`config.mk`:
```
export PLATFORM = sky130hd
export DESIGN_NAME = timer_irq_ctrl
export DESIGN_NICKNAME = d
export VERILOG_FILES = /design/src/rtl/timer_irq_pkg.sv /design/src/rtl/timer_irq_dp.sv /design/src/rtl/timer_irq_ctl.sv /design/src/rtl/timer_irq_ctrl.sv
export SDC_FILE = /design/constraint.sdc
export NUM_CORES = 1
export LEC_CHECK = 0
export ABC_AREA = 1
export BUFFER_PORTS_ARGS = -buffer_cell sky130_fd_sc_hd__clkbuf_2
export CAP_MARGIN = 20
export CORE_MARGIN = 10
export CORE_UTILIZATION = 45
export DETAILED_ROUTE_END_ITERATION = 10
export PLACE_DENSITY = 0.68
export SLEW_MARGIN = 20
export SYNTH_ARGS = -nofsm -noshare
export SYNTH_HDL_FRONTEND = slang
export SYNTH_SLANG_ARGS = --single-unit
```
`constraint.sdc`:
```
create_clock -name clk -period 1.4 [get_ports clk]
set_input_delay 0 -clock clk [delete_from_list [all_inputs] [get_ports clk]]
set_output_delay 0 -clock clk [all_outputs]
set_load 0.005 [all_outputs]
```
`src/rtl/timer_irq_pkg.sv`:
```
package timer_irq_pkg;
  localparam int FLAG_W   = 8;
  localparam int VEC_W    = 4;
  localparam int RSVD_BIT = 1;
  localparam logic [FLAG_W-1:0] LIVE_MASK = ~(FLAG_W'(1) << RSVD_BIT);

  // strobes from control to datapath
  typedef struct packed {
    logic              flagWr;
    logic              maskWr;
    logic [FLAG_W-1:0] ackClr;
  } strobe_t;

  // fixed vector of flag bit idx: bits above the reserved bit count down
  // from base, bits below it follow after
  function automatic logic [VEC_W-1:0] vecOf(input int idx, input int base);
    int v;
    if (idx > RSVD_BIT) v = base + (FLAG_W - 1 - idx);
    else                v = base + (FLAG_W - 2 - idx);
    return VEC_W'(v);
  endfunction
endpackage

```
`src/rtl/timer_irq_dp.sv`:
```
module timer_irq_dp
  import timer_irq_pkg::*;
(
  input  logic              clk,
  input  logic              rstN,
  input  strobe_t           stb,
  input  logic [FLAG_W-1:0] evtPulse,
  input  logic [FLAG_W-1:0] wrData,
  input  logic              regSel,
  output logic [FLAG_W-1:0] rdData,
  output logic [FLAG_W-1:0] flagQ,
  output logic [FLAG_W-1:0] maskQ,
  output logic [FLAG_W-1:0] flagNext,
  output logic [FLAG_W-1:0] maskNext
);
  logic [FLAG_W-1:0] clrMask;

  assign clrMask = (stb.flagWr ? wrData : '0) | stb.ackClr;

  for (genvar i = 0; i < FLAG_W; i++) begin : g_bit
    if (i == RSVD_BIT) begin : g_rsvd
      assign flagNext[i] = 1'b0;
      assign maskNext[i] = 1'b0;
    end else begin : g_live
      // a new event outranks any clear in the same cycle
      assign flagNext[i] = evtPulse[i] | (flagQ[i] & ~clrMask[i]);
      assign maskNext[i] = stb.maskWr ? wrData[i] : maskQ[i];
    end
  end

  always_ff @(posedge clk or negedge rstN) begin
    if (!rstN) begin
      flagQ <= '0;
      maskQ <= '0;
    end else begin
      flagQ <= flagNext;
      maskQ <= maskNext;
    end
  end

  assign rdData = regSel ? maskQ : flagQ;
endmodule

```
`src/rtl/timer_irq_ctl.sv`:
```
module timer_irq_ctl
  import timer_irq_pkg::*;
#(
  parameter int VEC_BASE = 3
) (
  input  logic              clk,
  input  logic              rstN,
  input  logic              regWrEn,
  input  logic              regSel,
  input  logic              irqAck,
  input  logic              gie,
  input  logic [FLAG_W-1:0] flagNext,
  input  logic [FLAG_W-1:0] maskNext,
  output strobe_t           stb,
  output logic              irqReq,
  output logic [VEC_W-1:0]  irqVec
);
  logic [FLAG_W-1:0] pendNext;
  logic [FLAG_W-1:0] bestOh;
  logic [FLAG_W-1:0] selBitQ;
  logic [VEC_W-1:0]  bestVec;

  always_comb begin
    stb.flagWr = regWrEn & ~regSel;
    stb.maskWr = regWrEn & regSel;
    stb.ackClr = (irqAck && irqReq) ? selBitQ : '0;
  end

  assign pendNext = flagNext & maskNext & {FLAG_W{gie}};

  // pick the pending source with the smallest vector number
  always_comb begin
    bestVec = '1;
    bestOh  = '0;
    for (int i = 0; i < FLAG_W; i++) begin
      if (pendNext[i] && (bestOh == '0 || vecOf(i, VEC_BASE) < bestVec)) begin
        bestVec = vecOf(i, VEC_BASE);
        bestOh  = FLAG_W'(1) << i;
      end
    end
  end

  always_ff @(posedge clk or negedge rstN) begin
    if (!rstN) begin
      irqReq  <= 1'b0;
      irqVec  <= '0;
      selBitQ <= '0;
    end else begin
      irqReq  <= |pendNext;
      irqVec  <= (|pendNext) ? bestVec : '0;
      selBitQ <= bestOh;
    end
  end
endmodule

```
`src/rtl/timer_irq_ctrl.sv`:
```
module timer_irq_ctrl
  import timer_irq_pkg::*;
#(
  parameter int VEC_BASE = 3
) (
  input  logic              clk,
  input  logic              rstN,
  input  logic [FLAG_W-1:0] evtPulse,
  input  logic              regSel,
  input  logic              regWrEn,
  input  logic [FLAG_W-1:0] regWrData,
  output logic [FLAG_W-1:0] regRdData,
  input  logic              gie,
  input  logic              irqAck,
  output logic              irqReq,
  output logic [VEC_W-1:0]  irqVec
);
  strobe_t           stb;
  logic [FLAG_W-1:0] flagQ;
  logic [FLAG_W-1:0] maskQ;
  logic [FLAG_W-1:0] flagNext;
  logic [FLAG_W-1:0] maskNext;
  logic [FLAG_W-1:0] ackMask;

  assign ackMask = stb.ackClr;

  timer_irq_ctl #(.VEC_BASE(VEC_BASE)) u_ctl (
    .clk      (clk),
    .rstN     (rstN),
    .regWrEn  (regWrEn),
    .regSel   (regSel),
    .irqAck   (irqAck),
    .gie      (gie),
    .flagNext (flagNext),
    .maskNext (maskNext),
    .stb      (stb),
    .irqReq   (irqReq),
    .irqVec   (irqVec)
  );

  timer_irq_dp u_dp (
    .clk      (clk),
    .rstN     (rstN),
    .stb      (stb),
    .evtPulse (evtPulse),
    .wrData   (regWrData),
    .regSel   (regSel),
    .rdData   (regRdData),
    .flagQ    (flagQ),
    .maskQ    (maskQ),
    .flagNext (flagNext),
    .maskNext (maskNext)
  );
endmodule

```
After elaboration in Yosys (flattened, before gate mapping). Index checks and enable logic that the tools add are counted.

Register bits after elaboration: 27. Bits of input ports: 22. Logic and storage cells: 89.

Order comparisons: 7. Muxes and demuxes: 27. Bitwise gates (word level): 27. Reductions and logical operators: 23.

Operators with widths (number): 8-bit two-way mux (10); 8-bit zero test (7); 4-bit two-way mux (8); 8-bit bitwise AND (2); 3-bit by 4-bit < comparator with 1-bit output, first input constant (4); 1-bit bitwise AND (9); 1-bit logical AND (8); 4-bit < comparator, first input constant (2); 1-bit two-way mux (8); 1-bit NOT (8); 8-bit bitwise OR (1); 8-bit OR reduction (1); 1-bit logical OR (7); 1-bit bitwise OR (7); 2-bit by 4-bit < comparator with 1-bit output, first input constant (1); 3-bit two-way mux (1).

Depth between registers and ports, before layout. Gate-level depths: netlist of the first run.

Word-level depth: 39. Gate-level depth with buffers: 11.

By module. From an unflattened synthesis of the first run, not the netlist that was laid out.

Cell total of the unflattened synthesis: 178. Area total of the unflattened synthesis: 1475.2 µm².

Modules (own cells, without submodules): timer_irq_ctl (times used 1, cells an instance 86, area each 757.0 µm², sequential area each 325.3 µm²); timer_irq_dp (times used 1, cells an instance 92, area each 718.2 µm², sequential area each 350.3 µm²).

Worst setup path after synthesis of the first run. No wires, ideal clock.

Kind: flip-flop to flip-flop. Start point: register u_ctl.irqReq. End point: register u_ctl.irqVec[0]. Library setup time: 0.120 ns. Arrival: 1.129 ns. Data required time: 1.280 ns. Path slack: 0.152 ns. Stages on the path, launching flop included: 10. Path buffers: 0. Clock period less this slack: 1.248 ns. Cells stage by stage: dfrtp_1 nand3_1 nand3_1 nand2_1 nand2_1 nand2_1 inv_2 nand2_2 nor2_2 nor2_1.

Elaborated cells on any way between the ends: 71.

RTL lines: from (decl) (line timer_irq_ctl.sv:15) `output logic irqReq,`; from (signal assigned) (line timer_irq_ctl.sv:49) `irqReq <= |pendNext;`; 1-bit logical AND (*) (line timer_irq_ctl.sv:26) `stb.ackClr = (irqAck && irqReq) ? selBitQ : '0;`; 8-bit two-way mux (*) (line timer_irq_ctl.sv:26); 8-bit bitwise OR (*) (line timer_irq_dp.sv:18) `assign clrMask = (stb.flagWr ? wrData : '0) | stb.ackClr;`; 1-bit NOT (*) (line timer_irq_dp.sv:26) `assign flagNext[i] = evtPulse[i] | (flagQ[i] & ~clrMask[i]);`; 1-bit bitwise AND (*) (line timer_irq_dp.sv:26); 1-bit bitwise OR (*) (line timer_irq_dp.sv:26); via flagNext[6] (line timer_irq_ctrl.sv:21) `logic [FLAG_W-1:0] flagNext;`; 8-bit bitwise AND (*) (2 in a row) (line timer_irq_ctl.sv:29) `assign pendNext = flagNext & maskNext & {FLAG_W{gie}};`; 1-bit logical AND (line timer_irq_ctl.sv:36) `if (pendNext[i] && (bestOh == '0 || vecOf(i, VEC_BASE) < bestVec)) begin`; 4-bit two-way mux / 8-bit two-way mux (equally long branches) (line timer_irq_ctl.sv:36); 2-bit by 4-bit < comparator with 1-bit output / 8-bit zero test (equally long branches) (line timer_irq_ctl.sv:36); 1-bit logical OR (line timer_irq_ctl.sv:36); 1-bit logical AND (line timer_irq_ctl.sv:36); 4-bit two-way mux (line timer_irq_ctl.sv:36); 4-bit two-way mux (*) (line timer_irq_ctl.sv:50) `irqVec <= (|pendNext) ? bestVec : '0;`; to (signal assigned) (line timer_irq_ctl.sv:50); to (decl) (line timer_irq_ctl.sv:16) `output logic [VEC_W-1:0] irqVec`.

Mark *: on every way through the listed nets, which the timed path passes. The rest lies on a longest branch.

Final worst setup path of the first run.
Start point: register u_ctl.irqReq. End point: register u_ctl.irqVec[3].

Elaborated cells on any way between the ends: 71.

RTL lines (line): 1-bit logical AND (*) (timer_irq_ctl.sv:26); 8-bit two-way mux (*) (timer_irq_ctl.sv:26); 8-bit bitwise OR (*) (timer_irq_dp.sv:18); 1-bit NOT (*) (timer_irq_dp.sv:26); 1-bit bitwise AND (*) (timer_irq_dp.sv:26); 1-bit bitwise OR (*) (timer_irq_dp.sv:26); via flagNext[7] (timer_irq_ctrl.sv:21); 8-bit bitwise AND (*) (2 in a row) (timer_irq_ctl.sv:29); 1-bit logical AND (timer_irq_ctl.sv:36); 4-bit two-way mux (timer_irq_ctl.sv:36); 4-bit two-way mux (*) (timer_irq_ctl.sv:50).

Marked as above.

==> results_dict.tcl, run 1 <==
set metrics [dict create \
    cts_tree "built" \
    skew_ns 0.00725 \
    grt_pass1_vias 1227 \
    clkLatencyLatePin_ns 0.31 \
    fp.dieW_um 73.2 \
    path_common_cell "nand3_2" \
    detail-route-antenna-nets 0 \
    fmax_mhz 737 \
    clkPwrFrac 0.181 \
    fin_area_mm2 0.00184 \
    placedCellCount 228 \
    hold_class "input pin to flop" \
    swShare 0.318 \
    wl_per_cell_um 13.2 \
    path_max_fanout 8 \
    synth.avg_cell_area_um2 7.77 \
    rows 19 \
    portBuffers 31 \
    dpl.hpwl_um 2270 \
    instances_no_fill 249 \
    place_area_mm2 0.00151 \
    whs_ns 0.0273 \
    avgViaCountPerCell 4.94 \
    area_delta_synth_final_pct 44.3 \
    h-tree-depth 1 \
    worstSetupPathType "flop to flop" \
    wl_um 3290 \
    dr.pass1.iters 4 \
    run_status "finished clean" \
    initial_core_util 0.466 \
    power_density_mw_per_mm2 930 \
    globalRouteOverflowTotal 0 \
    cp.arrival_ns 1.57 \
    place_congestion 0.820 \
    p_leak_nw 1.01 \
    core_mm2 0.00273 \
    io_pins 35 \
    clk_pin_slew_worst_paths_ns 0.14 \
    peakVddDrop_uv 938 \
    grt_pass1_wl_um 5450 \
    start_kind "flop" \
    n_antenna_cell 0 \
    max_cap_viol_count 0 \
    cts_sinks 26 \
    post-route-drc-count 0 \
    cts_made_buffers 3 \
    drive_gt1_frac 0.408 \
    tightestPinTransition_ns 0.649 \
    final-setup-viol-count 0 \
    synth.distinct_cells 21 \
    cp_slowest_stage_delay_ns 0.52 \
    nets 242 \
    drtIter0Drc 100 \
    post-route-util 0.673 \
    slew_violations 0 \
    yosysSeqAreaShare 0.510 \
    p_int_mw 1.17 \
    total_power_mw 1.71 \
    syn_area_mm2 0.00127 \
    seqPwrFrac 0.512 \
    relSlewSlack 0.568 \
    crit_path_end_kind "flop" \
    die_h_um 73.2 \
    cpMaxStageDelayCell "dfrtp_2" \
    synth_warnings 0 \
    clockBufferDepth 2 \
    grt_max_degree 27 \
    period_minus_slack_ns 1.36 \
    cp_cell_sequence "nand3_2 -> nand3_2 -> nand2_2 -> nand3_4 -> buf_4 -> nand3_2 -> nor2_1" \
    antenna_found_initial 0 \
    hold_viol 0 \
    synthCells 164 \
    period_share 0.969 \
    required_ns 1.62 \
    p_switching_mw 0.544 \
    die-area_mm2 0.00536 \
    p_comb_frac 0.306 \
    crit_buf_inv 1 \
    cpLargestDelayFamily "simple AND/OR/NAND/NOR gates" \
    mappedNetlistNets 186 \
    synth-seq-cells 26 \
    vias 1230 \
    ctsRootBufferMaster "clkbuf_4" \
    grtUsageTotal 0.123 \
]
-- through the flow --
step | setup TNS, ns | worst slack [ns]
2_1_floorplan | 0 | 0.152
3_3_place_gp | 0 | 0.0281
3_5_place_dp | -0.0810 | -0.0299
4_1_cts | 0 | 0.0305
5_1_grt | -0.149 | -0.0507
6_report | 0 | 0.0439
-- cells in the final DEF, fill, tap and decap left out, drive strengths merged --
cell          n
o21ai        11
dlygate4sd3  14
nor3b         1
nand2        42
conb          1
buf          11
clkbuf       34
inv          32
nand3b        1
dfrtp        26
nand3        29
nor2         14
a21oi         2
-- flip-flops by register name (all words and copies together) (netlist names) --
register,count
u_ctl.irqVec,4
u_dp.maskQ,7
u_ctl.selBitQ,7
u_ctl.irqReq,1
u_dp.flagQ,7
-- synth_stat cells, drive strengths merged --
cell type	n	area, µm²
nand2	42	160
inv	32	120
nand3	29	150
dfrtp	26	651
nor2	14	55.1
o21ai	11	62.6
buf	4	35.0
a21oi	2	13.8
clkbuf	1	3.75
conb	1	3.75
nand3b	1	7.51
nor3b	1	12.5
-- repair_timing --
item                       4_1_cts  5_1_grt
setup endpoints to repair        3        7
hold endpoints to repair        39        0
resized for setup                1       39
hold buffers                    14        0
pin swaps                        0       18
setup buffers                    0        4
-- power groups by stage --
stage / combinational, mW / sequential [mW] / clock, mW
after global placement: 0.397 / 0.880 / 0
after CTS: 0.438 / 0.868 / 0.320
after detailed placement: 0.405 / 0.882 / 0
after floorplan: 0.232 / 0.877 / 0
after global routing: 0.597 / 0.886 / 0.343
final: 0.524 / 0.877 / 0.310
-- final timing paths --
kind	slack, ns	cells past startpoint	end	startpoint
min	0.03	4	u_dp.maskQ[4]$_DFF_PN0_	regSel
max in group asynchronous	0.72	2	u_ctl.irqReq$_DFF_PN0_	rstN
min reg2reg	0.55	2	u_dp.flagQ[4]$_DFF_PN0_	u_dp.flagQ[4]$_DFF_PN0_
max reg2reg	0.04	7	u_ctl.irqVec[3]$_DFF_PN0_	u_ctl.irqReq$_DFF_PN0_
min in group asynchronous	0.22	2	u_dp.maskQ[5]$_DFF_PN0_	rstN
max	0.04	7	u_ctl.irqVec[3]$_DFF_PN0_	u_ctl.irqReq$_DFF_PN0_
-- cell type report --
| type | instances | area (µm²) |
|---|---|---|
| Tap cell | 31 | 38.8 |
| Fill cell | 229 | 895 |
| Timing Repair Buffer | 56 | 403 |
| Clock buffer | 3 | 22.5 |
| Inverter | 32 | 120 |
| Multi-Input combinational cell | 101 | 603 |
| Sequential cell | 26 | 652 |
-- logic make-up (layout without fill, tap and decap cells) --
logic type | count (synthesis) | in the layout | synth area share
simple gates | 87 | 87 | 0.302
compound gates | 13 | 13 | 0.0599
flops | 26 | 26 | 0.510
buf+inv | 37 | 91 | 0.125
other cells | 1 | 1 | 0.00294
-- routing by layer --
metal | share of wire | vias to the layer above | GRT usage
met3 | 0.065 | 2 | 0.0340
met4 | 0.0058 | 0 | 0.0316
met1 | 0.42 | 584 | 0.150
met5 | 0 | - | 0
li1 | - | 610 | -
met2 | 0.51 | 34 | 0.205
-- worst register-to-register path, stage by stage (launching register included) --
cell and delay, ns:
dfrtp_2 0.52, nand3_2 0.11, nand3_2 0.08, nand2_2 0.11, nand3_4 0.14, buf_4 0.18
nand3_2 0.08, nor2_1 0.05
No activity file was read; power rests on OpenSTA's default activity.
==> inputs of run 2 (changes only) <==
--- a/config.mk
+++ b/config.mk
@@ -11,6 +11,7 @@
 export CORE_MARGIN = 10
 export CORE_UTILIZATION = 45
 export DETAILED_ROUTE_END_ITERATION = 10
+export MAX_ROUTING_LAYER = met4
 export PLACE_DENSITY = 0.68
 export SLEW_MARGIN = 20
 export SYNTH_ARGS = -nofsm -noshare
==> run 2 against run 1 <==
  * Utilization stayed put
  * Clock skew hardly changed
  * Count of clock-buffer cells in the layout stayed put
  * Combinational power hardly changed
  * Register-to-register slack hardly changed
  * Critical endpoint unchanged
  * Worst hold slack better by 0.0035 ns
  * Via count is 0.24% higher
  * Die area stayed put
  * Non-clock buffer count stayed put
  * Clock power hardly changed
  * Sequential cell count stayed put
==> results_dict.tcl, run 2 (synthesized netlist as in run 1, its figures left out) <==
set metrics [dict create \
    dr.pass1.iters 5 \
    vias 1233 \
    required_ns 1.62 \
    fp.dieW_um 73.2 \
    cpMaxStageDelayCell "dfrtp_2" \
    period_share 0.969 \
    clockBufferDepth 2 \
    die_h_um 73.2 \
    final-setup-viol-count 0 \
    place_congestion 0.833 \
    cts_sinks 26 \
    cp_slowest_stage_delay_ns 0.52 \
    wl_um 3290 \
    drive_gt1_frac 0.408 \
    placedCellCount 228 \
    io_pins 35 \
    antenna_found_initial 0 \
    period_minus_slack_ns 1.36 \
    nFillCells 229 \
    cpLargestDelayFamily "simple AND/OR/NAND/NOR gates" \
    hold_viol 0 \
    detail-route-antenna-nets 0 \
    hold_class "input pin to flop" \
    dpl.hpwl_um 2270 \
    core_mm2 0.00273 \
    portBuffers 31 \
    grt_pass1_vias 1227 \
    h-tree-depth 1 \
    relSlewSlack 0.568 \
    fmax_mhz 737 \
    path_common_cell "nand3_2" \
    area_delta_synth_final_pct 44.3 \
    grt_max_degree 27 \
    instances_no_fill 249 \
    power_density_mw_per_mm2 930 \
    tightestPinTransition_ns 0.649 \
    globalRouteOverflowTotal 0 \
    multi_input_area_um2 603 \
    crit_path_end_kind "flop" \
    avgViaCountPerCell 4.95 \
    ctsRootBufferMaster "clkbuf_4" \
    n_antenna_cell 0 \
    clk_pin_slew_worst_paths_ns 0.14 \
    die-area_mm2 0.00536 \
    clkLatencyLatePin_ns 0.31 \
    rows 19 \
    fin_setup_tns_ns 0 \
    cp_cell_sequence "nand3_2 -> nand3_2 -> nand2_2 -> nand3_4 -> buf_4 -> nand3_2 -> nor2_1" \
    post-route-util 0.673 \
    cts_made_buffers 3 \
    wl_per_cell_um 13.2 \
    peakVddDrop_uv 939 \
    worstSetupPathType "flop to flop" \
    start_kind "flop" \
    layout_commonest_cell "clkbuf_2" \
    run_status "finished clean" \
    skew_ns 0.00724 \
    crit_buf_inv 1 \
    drtIter0Drc 101 \
    nets 242 \
    initial_core_util 0.466 \
    cts_tree "built" \
    seqCellArea_um2 652 \
    cp.arrival_ns 1.57 \
    place_ws_ns -0.0299 \
    fin_ws_ns 0.0438 \
    reg_top3 "u_ctl.selBitQ (7), u_dp.flagQ (7), u_dp.maskQ (7)" \
    p_leak_nw 1.01 \
    total_power_mw 1.71 \
    slew_violations 0 \
    path_max_fanout 8 \
    grt_pass1_wl_um 5450 \
    post-route-drc-count 0 \
    layout_common_cells "clkbuf_2 (31), inv_1 (28), dfrtp_1 (25), nand2_1 (23), nand2_2 (17)" \
    max_cap_viol_count 0 \
    grtUsageTotal 0.126 \
]
-- run 2: final timing paths --
path / slack (ns) / cells after the start / startpoint / endpoint
hold reg to reg: 0.55 / 2 / u_dp.flagQ[4]$_DFF_PN0_ / u_dp.flagQ[4]$_DFF_PN0_
setup reg to reg: 0.04 / 7 / u_ctl.irqReq$_DFF_PN0_ / u_ctl.irqVec[3]$_DFF_PN0_
max in group asynchronous: 0.72 / 2 / rstN / u_ctl.irqReq$_DFF_PN0_
hold / removal: 0.03 / 4 / regSel / u_dp.maskQ[4]$_DFF_PN0_
min in group asynchronous: 0.22 / 2 / rstN / u_dp.maskQ[5]$_DFF_PN0_
setup / recovery: 0.04 / 7 / u_ctl.irqReq$_DFF_PN0_ / u_ctl.irqVec[3]$_DFF_PN0_
-- run 2: layer usage --
metal / track usage / routed length (µm) / up-vias
met5: - / 0 / -
met3: 0.0299 / 205 / 4
met4: 0.0316 / 23 / 0
li1: - / - / 609
met1: 0.152 / 1380 / 580
met2: 0.205 / 1690 / 40
-- run 2: layout make-up --
class	instances	area share
Tap cell	31	0.0211
Timing Repair Buffer	56	0.219
Multi-Input combinational cell	101	0.328
Inverter	32	0.0653
Sequential cell	26	0.354
Clock buffer	3	0.0122
-- run 2: what timing repair did --
action | in CTS | in global routing
hold buffers | 14 | 0
endpoints found under the setup margin | 3 | 7
hold endpoints to repair | 39 | 0
resized for setup | 1 | 39
buffers inserted | 0 | 4
pin swaps | 0 | 18
-- run 2: tightest hold or removal path, delay by kind of cell --
family	cells	cell delay [ns]
simple gates	2	0.15
buf+inv	2	0.18
-- run 2: through the flow --
| step | hold slack (ns) | cell area, µm² |
|---|---|---|
| floorplan | -0.296 | 1270 |
| finish | 0.0308 | 1840 |
| CTS | 0.0285 | 1670 |
| global placement | 0.0501 | 1510 |
| global route | 0.0532 | 1840 |
| detailed placement | 0.0587 | 1510 |
-- run 2: power breakdown --
part / internal [mW] / switching, mW / total (mW)
clock network: 0.101 / 0.209 / 0.310
logic: 0.232 / 0.292 / 0.524
registers: 0.834 / 0.0426 / 0.877
==> inputs of run 3 (changes only) <==
--- a/config.mk
+++ b/config.mk
@@ -11,8 +11,10 @@
 export CORE_MARGIN = 10
 export CORE_UTILIZATION = 45
 export DETAILED_ROUTE_END_ITERATION = 10
+export HOLD_SLACK_MARGIN = 0.12
 export MAX_ROUTING_LAYER = met4
 export PLACE_DENSITY = 0.68
+export RECOVER_POWER = 100
 export SLEW_MARGIN = 20
 export SYNTH_ARGS = -nofsm -noshare
 export SYNTH_HDL_FRONTEND = slang
==> run 3 against run 2 <==
  * Cell count up 2.8%
  * Critical endpoint is now u_ctl.irqVec[0]$_DFF_PN0_
  * Register-to-register slack worse by 0.02 ns
  * Highest routed layer unchanged
  * Sequential power about the same
==> results_dict.tcl, run 3 (synthesized netlist as in run 1, its figures left out) <==
set metrics [dict create \
    run_status "finished clean" \
    total_power_mw 1.70 \
    fin_ws_ns 0.0273 \
    seqCellArea_um2 652 \
    tightestPinTransition_ns 0.661 \
    grt_pass1_vias 1243 \
    h-tree-depth 1 \
    period_minus_slack_ns 1.37 \
    place_area_mm2 0.00151 \
    fmax_mhz 729 \
    drive_gt1_frac 0.284 \
    reg_top3 "u_ctl.selBitQ (7), u_dp.flagQ (7), u_dp.maskQ (7)" \
    worstSetupPathType "flop to flop" \
    antenna_found_initial 0 \
    fin_area_mm2 0.00186 \
    wl_um 3500 \
    multi_input_area_um2 541 \
    period_share 0.980 \
    required_ns 1.63 \
    nFillCells 224 \
    grtUsageTotal 0.134 \
    cts_sinks 26 \
    n_antenna_cell 0 \
    fp.dieW_um 73.2 \
    start_kind "flop" \
    post-route-drc-count 0 \
    p_comb_frac 0.300 \
    clockBufferDepth 2 \
    hold_class "input pin to flop" \
    nets 249 \
    layout_common_cells "nand2_1 (33), inv_1 (30), clkbuf_2 (27), dfrtp_1 (25), dlygate4sd3_1 (20)" \
    hold_viol 0 \
    clkPwrFrac 0.186 \
    clk_pin_slew_worst_paths_ns 0.14 \
    avgViaCountPerCell 4.95 \
    io_pins 35 \
    slew_violations 0 \
    p_int_mw 1.17 \
    grt_pass1_wl_um 5770 \
    final-setup-viol-count 0 \
    area_delta_synth_final_pct 45.8 \
    ctsRootBufferMaster "clkbuf_4" \
    wl_per_cell_um 13.7 \
    dr.pass1.iters 4 \
    p_leak_nw 1.02 \
    clkLatencyLatePin_ns 0.32 \
    dpl.hpwl_um 2270 \
    seqPwrFrac 0.514 \
    path_max_fanout 8 \
    grt_max_degree 27 \
    peakVddDrop_uv 858 \
    die_h_um 73.2 \
    core_mm2 0.00273 \
    p_switching_mw 0.534 \
    swShare 0.314 \
    cts_tree "built" \
    globalRouteOverflowTotal 0 \
    max_cap_viol_count 0 \
    cpMaxStageDelayCell "dfrtp_2" \
    place_ws_ns -0.0299 \
    power_density_mw_per_mm2 915 \
    detail-route-antenna-nets 0 \
    vias 1267 \
    cts_made_buffers 3 \
    place_congestion 0.833 \
    cp_slowest_stage_delay_ns 0.51 \
    rows 19 \
    cp.arrival_ns 1.60 \
    layout_commonest_cell "nand2_1" \
    portBuffers 31 \
    die-area_mm2 0.00536 \
    crit_path_end_kind "flop" \
    skew_ns 0.00387 \
    path_common_cell "nand2_1" \
    drtIter0Drc 79 \
    rsz0062_at_grt "true" \
    relSlewSlack 0.560 \
    initial_core_util 0.466 \
    cp_cell_sequence "nand3_2 -> nand3_1 -> nand2_1 -> nand2_1 -> nand2_1 -> inv_2 -> nand2_1 -> nor2_4 -> nor2_1" \
]
## run 3: what timing repair did
action / in CTS / in global routing
setup endpoints to repair: 3 / 11
gates cloned: 0 / 0
hold buffers: 24 / 0
gates resized for setup: 1 / 25
pin swaps: 0 / 8
hold endpoints to repair: 44 / 0
buffers inserted: 0 / 1
## run 3: cell type report
class | instances | share of cell area
Tap cell | 31 | 0.0209
Clock buffer | 3 | 0.0121
Multi-Input combinational cell | 101 | 0.291
Timing Repair Buffer | 63 | 0.261
Sequential cell | 26 | 0.351
Inverter | 32 | 0.0646
## run 3: critical path, delay by kind of cell, from the launching register on
kind / cells / cell delay (ns)
flip-flops: 1 / 0.51
buffers and inverters: 1 / 0.07
AND/OR/NAND/NOR: 8 / 0.71
## run 3: power by group through the flow
stage	Sequential, mW	Combinational, mW	Clock, mW
after global routing	0.884	0.579	0.353
after floorplan	0.877	0.232	0
after global placement	0.880	0.397	0
final	0.875	0.510	0.316
after CTS	0.868	0.474	0.320
after detailed placement	0.882	0.405	0
## run 3: metrics by stage
step | instances | TNS, ns | util | hold WS (ns)
global route | 256 | -0.359 | 0.680 | 0.188
global placement | 228 | 0 | 0.551 | 0.0501
floorplan | 164 | 0 | - | -0.296
detailed placement | 228 | -0.0810 | 0.551 | 0.0587
finish | 256 | 0 | 0.680 | 0.188
CTS | 255 | 0 | 0.648 | 0.139
## run 3: path summary, 6_finish.rpt
path / startpoint / to / slack [ns] / cells after the start
setup reg to reg: u_ctl.irqReq$_DFF_PN0_ / u_ctl.irqVec[0]$_DFF_PN0_ / 0.03 / 9
hold / removal: regWrEn / u_dp.maskQ[6]$_DFF_PN0_ / 0.19 / 5
max in group asynchronous: rstN / u_ctl.irqReq$_DFF_PN0_ / 0.71 / 2
hold reg to reg: u_dp.flagQ[7]$_DFF_PN0_ / u_dp.flagQ[7]$_DFF_PN0_ / 0.59 / 2
setup / recovery: u_ctl.irqReq$_DFF_PN0_ / u_ctl.irqVec[0]$_DFF_PN0_ / 0.03 / 9
min in group asynchronous: rstN / u_dp.maskQ[2]$_DFF_PN0_ / 0.23 / 2
## run 3: layer usage
layer  track usage  vias up  share of wire
li1              -      622              -
met1         0.163      609           0.43
met2         0.218       32           0.51
met3        0.0313        4          0.059
met4        0.0338        0         0.0077
met5             -        -              0
